===== config.mk =====
export PLATFORM = sky130hd
export DESIGN_NAME = dspwm_unit
export DESIGN_NICKNAME = d
export VERILOG_FILES = /design/src/rtl/dspwm_pkg.sv /design/src/rtl/dspwm_counter.sv /design/src/rtl/dspwm_cmp_buf.sv /design/src/rtl/dspwm_out_chan.sv /design/src/rtl/dspwm_unit.sv
export SDC_FILE = /design/constraint.sdc
export NUM_CORES = 1
export LEC_CHECK = 0
export BUFFER_PORTS_ARGS = -buffer_cell sky130_fd_sc_hd__buf_2
export CORE_MARGIN = 2
export CORE_UTILIZATION = 57
export DETAILED_ROUTE_END_ITERATION = 6
export GPL_ROUTABILITY_DRIVEN = 0
export GPL_TIMING_DRIVEN = 0
export PLACE_DENSITY = 0.81
export SLEW_MARGIN = 10
export SYNTH_ARGS = -nofsm -noshare
export SYNTH_HDL_FRONTEND = slang
export SYNTH_SLANG_ARGS = --single-unit
export TNS_END_PERCENT = 50

===== constraint.sdc =====
create_clock -name clk -period 2.96 [get_ports clk]
set_input_delay 0.148 -clock clk [delete_from_list [all_inputs] [get_ports clk]]
set_output_delay 0.148 -clock clk [all_outputs]
set_load 0.05 [all_outputs]

===== src/rtl/dspwm_pkg.sv =====
package dspwm_pkg;

  localparam int unsigned NUM_CH = 3;

  typedef enum logic {
    DIR_UP = 1'b0,
    DIR_DN = 1'b1
  } dir_e;

  typedef enum logic [1:0] {
    COM_OFF   = 2'b00,
    COM_TGL   = 2'b01,
    COM_LO_UP = 2'b10,
    COM_HI_UP = 2'b11
  } com_e;

  function automatic logic wgm_is_dual(input logic [3:0] w);
    return w[3:2] == 2'b10;
  endfunction

  function automatic logic wgm_top_from_a(input logic [3:0] w);
    return w[0];
  endfunction

  function automatic logic wgm_load_at_top(input logic [3:0] w);
    return w[1];
  endfunction

endpackage


===== src/rtl/dspwm_counter.sv =====
module dspwm_counter
  import dspwm_pkg::*;
#(
  parameter int unsigned CNT_W = 16
) (
  input  logic             clk,
  input  logic             rst_n,
  input  logic             tick,
  input  logic             active,
  input  logic [CNT_W-1:0] top,
  output logic [CNT_W-1:0] cnt,
  output dir_e             dir,
  output logic             at_top,
  output logic             at_bot
);

  logic [CNT_W-1:0] cnt_q, cnt_d;
  dir_e             dir_q, dir_d;

  assign at_top = (cnt_q == top);
  assign at_bot = (cnt_q == '0);
  assign cnt    = cnt_q;
  assign dir    = dir_q;

  always_comb begin
    cnt_d = cnt_q;
    dir_d = dir_q;
    if (!active) begin
      cnt_d = '0;
      dir_d = DIR_DN;
    end else if (tick) begin
      if (top == '0) begin
        cnt_d = '0;
        dir_d = DIR_DN;
      end else if (dir_q == DIR_UP) begin
        if (cnt_q < top) begin
          cnt_d = cnt_q + 1'b1;
        end else begin
          cnt_d = cnt_q - 1'b1;
          dir_d = DIR_DN;
        end
      end else begin
        if (cnt_q != '0) begin
          cnt_d = cnt_q - 1'b1;
        end else begin
          cnt_d = cnt_q + 1'b1;
          dir_d = DIR_UP;
        end
      end
    end
  end

  always_ff @(posedge clk or negedge rst_n) begin
    if (!rst_n) begin
      cnt_q <= '0;
      dir_q <= DIR_DN;
    end else begin
      cnt_q <= cnt_d;
      dir_q <= dir_d;
    end
  end

  AST_IDLE_PARK: assert property (@(posedge clk) disable iff (!rst_n)
    !active |=> (cnt_q == '0 && dir_q == DIR_DN));
  AST_NO_TICK_HOLD: assert property (@(posedge clk) disable iff (!rst_n)
    (active && !tick) |=> $stable(cnt_q));
  AST_UNIT_STEP: assert property (@(posedge clk) disable iff (!rst_n)
    (active && tick && top != '0) |=> (cnt_q == $past(cnt_q) + 1'b1 || cnt_q == $past(cnt_q) - 1'b1));
  AST_TOP_TURN: assert property (@(posedge clk) disable iff (!rst_n)
    (active && tick && at_top && top != '0) |=> (dir_q == DIR_DN));
  AST_BOT_TURN: assert property (@(posedge clk) disable iff (!rst_n)
    (active && tick && at_bot && top != '0) |=> (dir_q == DIR_UP && cnt_q == 1));

endmodule


===== src/rtl/dspwm_cmp_buf.sv =====
module dspwm_cmp_buf #(
  parameter int unsigned CNT_W = 16
) (
  input  logic             clk,
  input  logic             rst_n,
  input  logic             load,
  input  logic [CNT_W-1:0] din,
  output logic [CNT_W-1:0] dout
);

  logic [CNT_W-1:0] buf_q, buf_d;

  always_comb begin
    buf_d = buf_q;
    if (load) buf_d = din;
  end

  always_ff @(posedge clk or negedge rst_n) begin
    if (!rst_n) buf_q <= '0;
    else        buf_q <= buf_d;
  end

  assign dout = buf_q;

endmodule


===== src/rtl/dspwm_out_chan.sv =====
module dspwm_out_chan
  import dspwm_pkg::*;
#(
  parameter int unsigned CNT_W  = 16,
  parameter bit          TGL_OK = 1'b0
) (
  input  logic             clk,
  input  logic             rst_n,
  input  logic             tick,
  input  logic             active,
  input  logic [1:0]       com,
  input  logic [CNT_W-1:0] cmp,
  input  logic [CNT_W-1:0] cnt,
  input  dir_e             dir,
  input  logic             at_top,
  input  logic             at_bot,
  output logic             wave,
  output logic             oe
);

  logic wave_q, wave_d;
  logic match;
  logic tgl_sel;

  assign match   = active && tick && (cnt == cmp);
  assign tgl_sel = TGL_OK && (com == COM_TGL);
  assign oe      = active && (com[1] || tgl_sel);

  always_comb begin
    wave_d = wave_q;
    if (match) begin
      case (com)
        COM_TGL: begin
          if (TGL_OK) wave_d = ~wave_q;
        end
        COM_LO_UP: begin
          if (at_top)      wave_d = 1'b1;
          else if (at_bot) wave_d = 1'b0;
          else             wave_d = (dir == DIR_DN);
        end
        COM_HI_UP: begin
          if (at_top)      wave_d = 1'b0;
          else if (at_bot) wave_d = 1'b1;
          else             wave_d = (dir == DIR_UP);
        end
        default: wave_d = wave_q;
      endcase
    end
  end

  always_ff @(posedge clk or negedge rst_n) begin
    if (!rst_n) wave_q <= 1'b0;
    else        wave_q <= wave_d;
  end

  assign wave = wave_q;

  AST_WAVE_QUIET: assert property (@(posedge clk) disable iff (!rst_n)
    !match |=> $stable(wave_q));
  AST_TOP_HIGH: assert property (@(posedge clk) disable iff (!rst_n)
    (match && at_top && com == COM_LO_UP) |=> wave_q);
  AST_TOP_LOW: assert property (@(posedge clk) disable iff (!rst_n)
    (match && at_top && com == COM_HI_UP) |=> !wave_q);
  AST_BOT_LOW: assert property (@(posedge clk) disable iff (!rst_n)
    (match && !at_top && at_bot && com == COM_LO_UP) |=> !wave_q);
  AST_UP_CLEAR: assert property (@(posedge clk) disable iff (!rst_n)
    (match && !at_top && !at_bot && dir == DIR_UP && com == COM_LO_UP) |=> !wave_q);
  AST_DN_CLEAR: assert property (@(posedge clk) disable iff (!rst_n)
    (match && !at_top && !at_bot && dir == DIR_DN && com == COM_HI_UP) |=> !wave_q);
  AST_OFF_RELEASE: assert property (@(posedge clk) disable iff (!rst_n)
    (com == COM_OFF) |-> !oe);

  if (TGL_OK) begin : g_tgl
    AST_TGL_FLIP: assert property (@(posedge clk) disable iff (!rst_n)
      (match && com == COM_TGL) |=> (wave_q != $past(wave_q)));
  end else begin : g_no_tgl
    AST_TGL_IGNORED: assert property (@(posedge clk) disable iff (!rst_n)
      (com == COM_TGL) |=> $stable(wave_q));
  end

endmodule


===== src/rtl/dspwm_unit.sv =====
module dspwm_unit
  import dspwm_pkg::*;
#(
  parameter int unsigned CNT_W = 16
) (
  input  logic             clk,
  input  logic             rst_n,
  input  logic             tick,
  input  logic [3:0]       wgm,
  input  logic [1:0]       com_a,
  input  logic [1:0]       com_b,
  input  logic [1:0]       com_c,
  input  logic [CNT_W-1:0] cmp_a,
  input  logic [CNT_W-1:0] cmp_b,
  input  logic [CNT_W-1:0] cmp_c,
  input  logic [CNT_W-1:0] top_val,
  output logic             wave_a,
  output logic             wave_b,
  output logic             wave_c,
  output logic             oe_a,
  output logic             oe_b,
  output logic             oe_c
);

  logic             active;
  logic [CNT_W-1:0] top_sel;
  logic [CNT_W-1:0] cnt;
  dir_e             dir;
  logic             at_top, at_bot;
  logic             reload;

  logic [CNT_W-1:0] cmp_in [NUM_CH];
  logic [CNT_W-1:0] cmp_q  [NUM_CH];
  logic [1:0]       com_v  [NUM_CH];
  logic             wave_v [NUM_CH];
  logic             oe_v   [NUM_CH];

  assign cmp_in[0] = cmp_a;
  assign cmp_in[1] = cmp_b;
  assign cmp_in[2] = cmp_c;
  assign com_v[0]  = com_a;
  assign com_v[1]  = com_b;
  assign com_v[2]  = com_c;

  assign active  = wgm_is_dual(wgm);
  assign top_sel = wgm_top_from_a(wgm) ? cmp_q[0] : top_val;
  assign reload  = !active || (tick && (wgm_load_at_top(wgm) ? at_top : at_bot));

  dspwm_counter #(.CNT_W(CNT_W)) u_cnt (
    .clk    (clk),
    .rst_n  (rst_n),
    .tick   (tick),
    .active (active),
    .top    (top_sel),
    .cnt    (cnt),
    .dir    (dir),
    .at_top (at_top),
    .at_bot (at_bot)
  );

  for (genvar i = 0; i < NUM_CH; i++) begin : g_ch
    dspwm_cmp_buf #(.CNT_W(CNT_W)) u_buf (
      .clk   (clk),
      .rst_n (rst_n),
      .load  (reload),
      .din   (cmp_in[i]),
      .dout  (cmp_q[i])
    );

    dspwm_out_chan #(.CNT_W(CNT_W), .TGL_OK(i == 0)) u_out (
      .clk    (clk),
      .rst_n  (rst_n),
      .tick   (tick),
      .active (active),
      .com    (com_v[i]),
      .cmp    (cmp_q[i]),
      .cnt    (cnt),
      .dir    (dir),
      .at_top (at_top),
      .at_bot (at_bot),
      .wave   (wave_v[i]),
      .oe     (oe_v[i])
    );

    AST_BUF_KEEP: assert property (@(posedge clk) disable iff (!rst_n)
      (active && !(wgm_load_at_top(wgm) ? at_top : at_bot)) |=> $stable(cmp_q[i]));
  end

  assign wave_a = wave_v[0];
  assign wave_b = wave_v[1];
  assign wave_c = wave_v[2];
  assign oe_a   = oe_v[0];
  assign oe_b   = oe_v[1];
  assign oe_c   = oe_v[2];

  AST_IDLE_RELEASE: assert property (@(posedge clk) disable iff (!rst_n)
    !active |-> !(oe_a || oe_b || oe_c));
  AST_BC_NO_TGL: assert property (@(posedge clk) disable iff (!rst_n)
    (com_b == COM_TGL) |-> !oe_b);
  AST_RESET_LOW: assert property (@(posedge clk)
    $rose(rst_n) |-> !(wave_a || wave_b || wave_c));

endmodule


=== Word-level counts from Yosys, hierarchy flattened ===
Cells that the tools add are included.

* Bits in registers: 68
* Logic and storage cells: 67

* Add/sub/neg operators: 2
* Order comparisons: 1
* Equality and inequality tests: 13
* Mux-type cells: 21
* Bitwise operators: 2
* Reductions and logical operators: 20

{| class="wikitable"
|+ Operator list
! kind !! count
|-
| $mux W16 || 7
|-
| $eq A16 B16 Y1 || 4
|-
| $logic_not A16 Y1 || 2
|-
| $add A16 B1 Y16 const B || 1
|-
| $lt A16 B16 Y1 || 1
|-
| $reduce_bool A16 Y1 || 1
|-
| $sub A16 B1 Y16 const B || 1
|-
| $eq A2 B2 Y1 const B || 7
|-
| $mux W1 || 11
|-
| $logic_and A1 B1 Y1 || 8
|-
| $reduce_and A2 Y1 || 3
|-
| $pmux W1 S2 || 2
|-
| $reduce_bool A2 Y1 || 2
|-
| $pmux W1 S3 || 1
|-
| $reduce_bool A3 Y1 || 1
|-
| $eq A2 B1 Y1 const B || 1
|-
| $logic_or A1 B1 Y1 || 2
|-
| $ne A2 B2 Y1 const B || 1
|-
| $not A1 Y1 || 2
|-
| $logic_not A1 Y1 || 1
|}

=== Longest topological paths before layout ===
* Depth in word-level cells: 7
* Gate-level depth with buffers: 13
* Mapped depth without buffers: 9

=== Modules after synthesis ===
From an unflattened synthesis, not the netlist that was laid out.

* Cells, all modules: 450
* Area, all modules: 4803.4 um2

{| class="wikitable"
|+ Modules (own cells, without submodules)
! module !! instances !! cells an instance !! area each (um2)
|-
| dspwm_cmp_buf || 3 || 34 || 649.4
|-
| dspwm_counter || 1 || 237 || 1820.5
|-
| dspwm_out_chan (g_ch[1].u_out ...) || 2 || 29 || 240.2
|-
| dspwm_out_chan (g_ch[0].u_out) || 1 || 31 || 280.3
|-
| dspwm_unit || 1 || 22 || 274.0
|}

=== Least setup slack after synthesis ===
Ideal clock, no wire load.

* Path kind: input -> register
* From: input port wgm[0]
* To: register u_cnt.cnt_q[6], in the netlist u_cnt.cnt[6]
* Library setup time: 0.124 ns
* Data arrival time: 2.920 ns
* Setup slack: -0.084 ns
* Cell stages on the path: 11
* Path buffers: 2
* Path through: buf_6 -> clkbuf_1 -> mux2i_1 -> ha_1 -> nand4_1 -> nor4_1 -> a21bo_2 -> and3_1 -> or4_1 -> and4_1 -> a211o_1

* Word-level cells in the longest chain between the ends: 7

{| class="wikitable"
|+ RTL lines
! what !! line !! RTL
|-
| from (decl) || dspwm_unit.sv:9 || <nowiki>input logic [3:0] wgm,</nowiki>
|-
| $mux W16 (*) || dspwm_unit.sv:46 || <nowiki>assign top_sel = wgm_top_from_a(wgm) ? cmp_q[0] : top_val;</nowiki>
|-
| $lt A16 B16 Y1 || dspwm_counter.sv:36 || <nowiki>if (cnt_q < top) begin</nowiki>
|-
| $mux W16 || dspwm_counter.sv:36 ||
|-
| $mux W16 || dspwm_counter.sv:35 || <nowiki>end else if (dir_q == DIR_UP) begin</nowiki>
|-
| $mux W16 (*) || dspwm_counter.sv:32 || <nowiki>if (top == '0) begin</nowiki>
|-
| $mux W16 (*) || dspwm_counter.sv:31 || <nowiki>end else if (tick) begin</nowiki>
|-
| $mux W16 (*) || dspwm_counter.sv:28 || <nowiki>if (!active) begin</nowiki>
|-
| to (signal assigned) || dspwm_counter.sv:58 || <nowiki>cnt_q <= cnt_d;</nowiki>
|-
| to (decl) || dspwm_counter.sv:17 || <nowiki>logic [CNT_W-1:0] cnt_q, cnt_d;</nowiki>
|}

Every way passes the cells marked *; elsewhere a longest branch is shown, timed or not. The select of a mux whose other input is x is not followed.
A chain may end at the register's enable or synchronous reset.

=== Final worst setup path ===
* From: register g_ch[0].u_buf.buf_q[15]
* To: register u_cnt.cnt_q[6], in the netlist u_cnt.cnt[6]

* Word-level cells in the longest chain between the ends: 7

{| class="wikitable"
|+ RTL lines
! what !! line !! RTL
|-
| from (decl) || dspwm_cmp_buf.sv:11 || <nowiki>logic [CNT_W-1:0] buf_q, buf_d;</nowiki>
|-
| from (signal assigned) || dspwm_cmp_buf.sv:20 || <nowiki>else buf_q <= buf_d;</nowiki>
|-
| $mux W16 (*) || dspwm_unit.sv:46 ||
|-
| $lt A16 B16 Y1 || dspwm_counter.sv:36 ||
|-
| $mux W16 || dspwm_counter.sv:36 ||
|-
| $mux W16 || dspwm_counter.sv:35 ||
|-
| $mux W16 (*) || dspwm_counter.sv:32 ||
|-
| $mux W16 (*) || dspwm_counter.sv:31 ||
|-
| $mux W16 (*) || dspwm_counter.sv:28 ||
|}

Marked as above.

==> results.sh <==
export IMPL_antenna_found_initial=0
export IMPL_dr_first_iter_drc_count=525
export IMPL_slowest_stage="or4_4"
export IMPL_yosysWarnings=0
export IMPL_fillCellCount=571
export IMPL_drc_errors=0
export IMPL_initial_utilization=0.5913
export IMPL_fp_row_count=32
export IMPL_ys_ff_latch=68
export IMPL_pwr_density_cell_mw_per_mm2=720.7
export IMPL_antenna_cells=0
export IMPL_synthToLayoutAreaGrowth_pct=20.05
export IMPL_clockBufferDepth=2
export IMPL_multi_input_area_sq_mm=0.002779
export IMPL_synthCells=455
export IMPL_tightest_slew_ns=0.8206
export IMPL_final_seq_area_sq_mm=0.001705
export IMPL_syn_area_per_cell_sq_um=10.15
export IMPL_cp_startpoint="g_ch[0].u_buf.dout[15]$_DFFE_PN0P_"
export IMPL_drtAntennaViolNets=0
export IMPL_synthTopCellsByArea="dfrtp_1 (36%), mux2_2 (12%), xnor2_1 (9.5%), ha_1 (4.9%), mux2i_1 (3.9%)"
export IMPL_grt_max_degree=54
export IMPL_power_static_leakage_nw=2.381
export IMPL_synth_mux_area_frac=0.1610
export IMPL_ys_types=62
export IMPL_path_class="reg -> reg"
export IMPL_min_period_ns=2.934
export IMPL_hold_path_startpoint="cmp_a[9]"
export IMPL_first_pass_iters=7
export IMPL_drive_gt1_frac=0.3463
export IMPL_wirelength_mm=13.77
export IMPL_clock_sinks=68
export IMPL_slew_headroom=0.4479
export IMPL_setup_slack_ns=0.02616
export IMPL_nNetsFinal=656
export IMPL_synthAdderAreaFrac=0.04878
export IMPL_synth_top_family_by_area="simple AND/OR/NAND/NOR gates"
export IMPL_post_place_ws_ns=-0.4336
export IMPL_async_flop_share=1.000
export IMPL_final_common_cell="buf_2"
export IMPL_layout_common_cells="buf_2 (86), dfrtp_1 (65), mux2_2 (50), xnor2_1 (50), nand2_1 (29)"
export IMPL_cp_cell_sequence="mux2i_1, ha_1, nand4_1, nor4_2, a21bo_2, and3_4, or4_4, and4_1, a211o_1"
export IMPL_cts_max_level=3
export IMPL_finalClockSkew_ns=0.01964
export IMPL_whs_ns=-0.003358
export IMPL_via_count=4295
export IMPL_end_kind="flip-flop"
export IMPL_timing_rr_start="g_ch[0].u_buf.dout[15]$_DFFE_PN0P_"
export IMPL_outcome="complete, but fails checks"
export IMPL_maxCapViolations=0
export IMPL_fp_dieArea_sq_mm=0.008836
export IMPL_clock_root_buffer="clkbuf_8"
export IMPL_dp_final_hpwl_mm=9.646
export IMPL_die_x_microns=94
export IMPL_syn_cell_area_sq_mm=0.004617
export IMPL_slew_violations=0
export IMPL_crit_fanout=4
export IMPL_worst_ep_required_time_ns=3.22
export IMPL_violations="hold timing"
export IMPL_grt_first_pass_wirelength_mm=21.30
export IMPL_clock_latency_ns=0.38
export IMPL_setup_viol=0
export IMPL_final_cell_area_sq_mm=0.005543
export IMPL_post_synth_xor_area_fraction=0.09864
export IMPL_core_area_sq_mm=0.007807
export IMPL_synth_edf_count=0
export IMPL_pin_count=83
export IMPL_synth_nets=550
export IMPL_peakVddDrop_mv=0.3990
export IMPL_max_freq_mhz=340.9
export IMPL_yosys_area_share_simple=0.1732
export IMPL_path_buf_inv=0
export IMPL_period_share=0.9912
export IMPL_cp_top_family="simple AND/OR/NAND/NOR gates"
export IMPL_synth_largest_area_cell="dfrtp_1"
export IMPL_gr_total_overflow=0
export IMPL_grtUsageTotal=0.3215
export IMPL_min_delay_path_class="in -> reg"
export IMPL_arrival_ns=3.20
export IMPL_via_per_inst=6.430
export IMPL_synth_compound_area_frac=0.1127
export IMPL_clk_pin_slew_ns=0.10
export IMPL_worst_path_largest_cell_delay_ns=0.48
export IMPL_wire_per_inst_microns=20.62
export IMPL_dpl_cell_area_sq_mm=0.005186
export IMPL_grt_setup_unrepaired="true"
export IMPL_dieHeight_microns=94
export IMPL_io_buffer_count=82
export IMPL_ys_dominant_reg_cell="dfrtp_1"
export IMPL_timing_setup_tns_ns=0
export IMPL_synth_top_area_frac=0.3631
export IMPL_numCtsBuffers=9
export IMPL_grt_pass1_vias=4071
export IMPL_power_mw=3.995
export IMPL_yosysSeqAreaShare=0.3688
export IMPL_finalHoldViolations=2
export IMPL_critPathLaunchType="flip-flop"
export IMPL_cts_tree="yes"
sequential cells by signal, summed over array words and instances (netlist names):
register / count
g_ch.u_buf.dout: 48
u_cnt.cnt: 16
g_ch.u_out.wave: 3
u_cnt.dir: 1
cell type report:
| type | instances | share of cell area |
|---|---|---|
| multi-input combinational | 354 | 0.5014 |
| buffer | 27 | 0.02844 |
| clock buffer | 9 | 0.02235 |
| tap | 102 | 0.02302 |
| clock inverter | 7 | 0.01512 |
| timing repair buffer | 97 | 0.09932 |
| inverter | 4 | 0.002709 |
| sequential | 68 | 0.3077 |
per-stage QoR:
stage                       util  cells
final                     0.7099    668
after global routing      0.7099    668
after CTS                 0.6947    656
after detailed placement  0.6643    640
after global placement    0.6604    639
after floorplan                -    455
kinds of logic after synthesis:
family                   after synthesis
buffers and inverters                 33
XOR/XNOR                              52
AND/OR/NAND/NOR                      144
AO/OA/AOI/OAI                         72
adder cells (fa/ha/maj)               18
multiplexers                          68
flip-flops                            68
cell usage after synthesis (2+ instances only):
cell        n
nand4_1    19
dfrtp_1    67
xor2_1      2
a31oi_1     2
o211ai_1    5
o21ai_0    13
nor4_1      9
o311a_1     2
clkbuf_1   13
nor3_1     11
buf_1       3
buf_6       4
o41ai_1     3
nand2_1    30
buf_2       7
mux2_2     50
or4_1       3
and3_1      7
nor2b_1     2
a21oi_1    14
xnor2_1    50
and2_1      7
nand3_1    14
inv_1       4
a21o_1      3
nor2_1     19
buf_4       2
ha_1       18
and4_1      6
a211o_1     3
o2111a_1    2
nand2b_1    3
a211oi_1    5
or3_1       4
mux2i_1    18
o2111ai_1   2
o21ai_1     4
timing repair:
item                       4_1_cts  5_1_grt
hold buffers                     2        0
setup buffers                    0       12
pin swaps                        2        5
gates resized for setup          7       16
hold endpoints to repair        69        0
setup endpoints to repair       53       54
path summary, 6_finish.rpt:
kind	endpoint	slack, ns	cells past startpoint
max	u_cnt.cnt[6]$_DFFE_PN0P_	0.03	9
min	g_ch[0].u_buf.dout[9]$_DFFE_PN0P_	-0.003	2
max reg2reg	u_cnt.cnt[6]$_DFFE_PN0P_	0.03	9
min reg2reg	g_ch[2].u_out.wave$_DFFE_PN0P_	0.51	2
max in group asynchronous	u_cnt.cnt[0]$_DFFE_PN0P_	2.24	3
min in group asynchronous	u_cnt.cnt[5]$_DFFE_PN0P_	0.17	2
routing by layer:
| metal | global-route usage | vias to the layer above | share of wire |
|---|---|---|---|
| li1 | - | 1906 | - |
| met1 | 0.4376 | 2050 | 0.40 |
| met2 | 0.4923 | 286 | 0.46 |
| met3 | 0.05939 | 53 | 0.10 |
| met4 | 0.1594 | 0 | 0.041 |
| met5 | 0 | - | 0 |
power by group:
part	internal (mW)	total, mW	switching [mW]
Combinational	0.784	1.93	1.15
Sequential	1.07	1.22	0.149
Clock	0.404	0.845	0.442
Note: power is estimated with default switching activity, not from simulation.
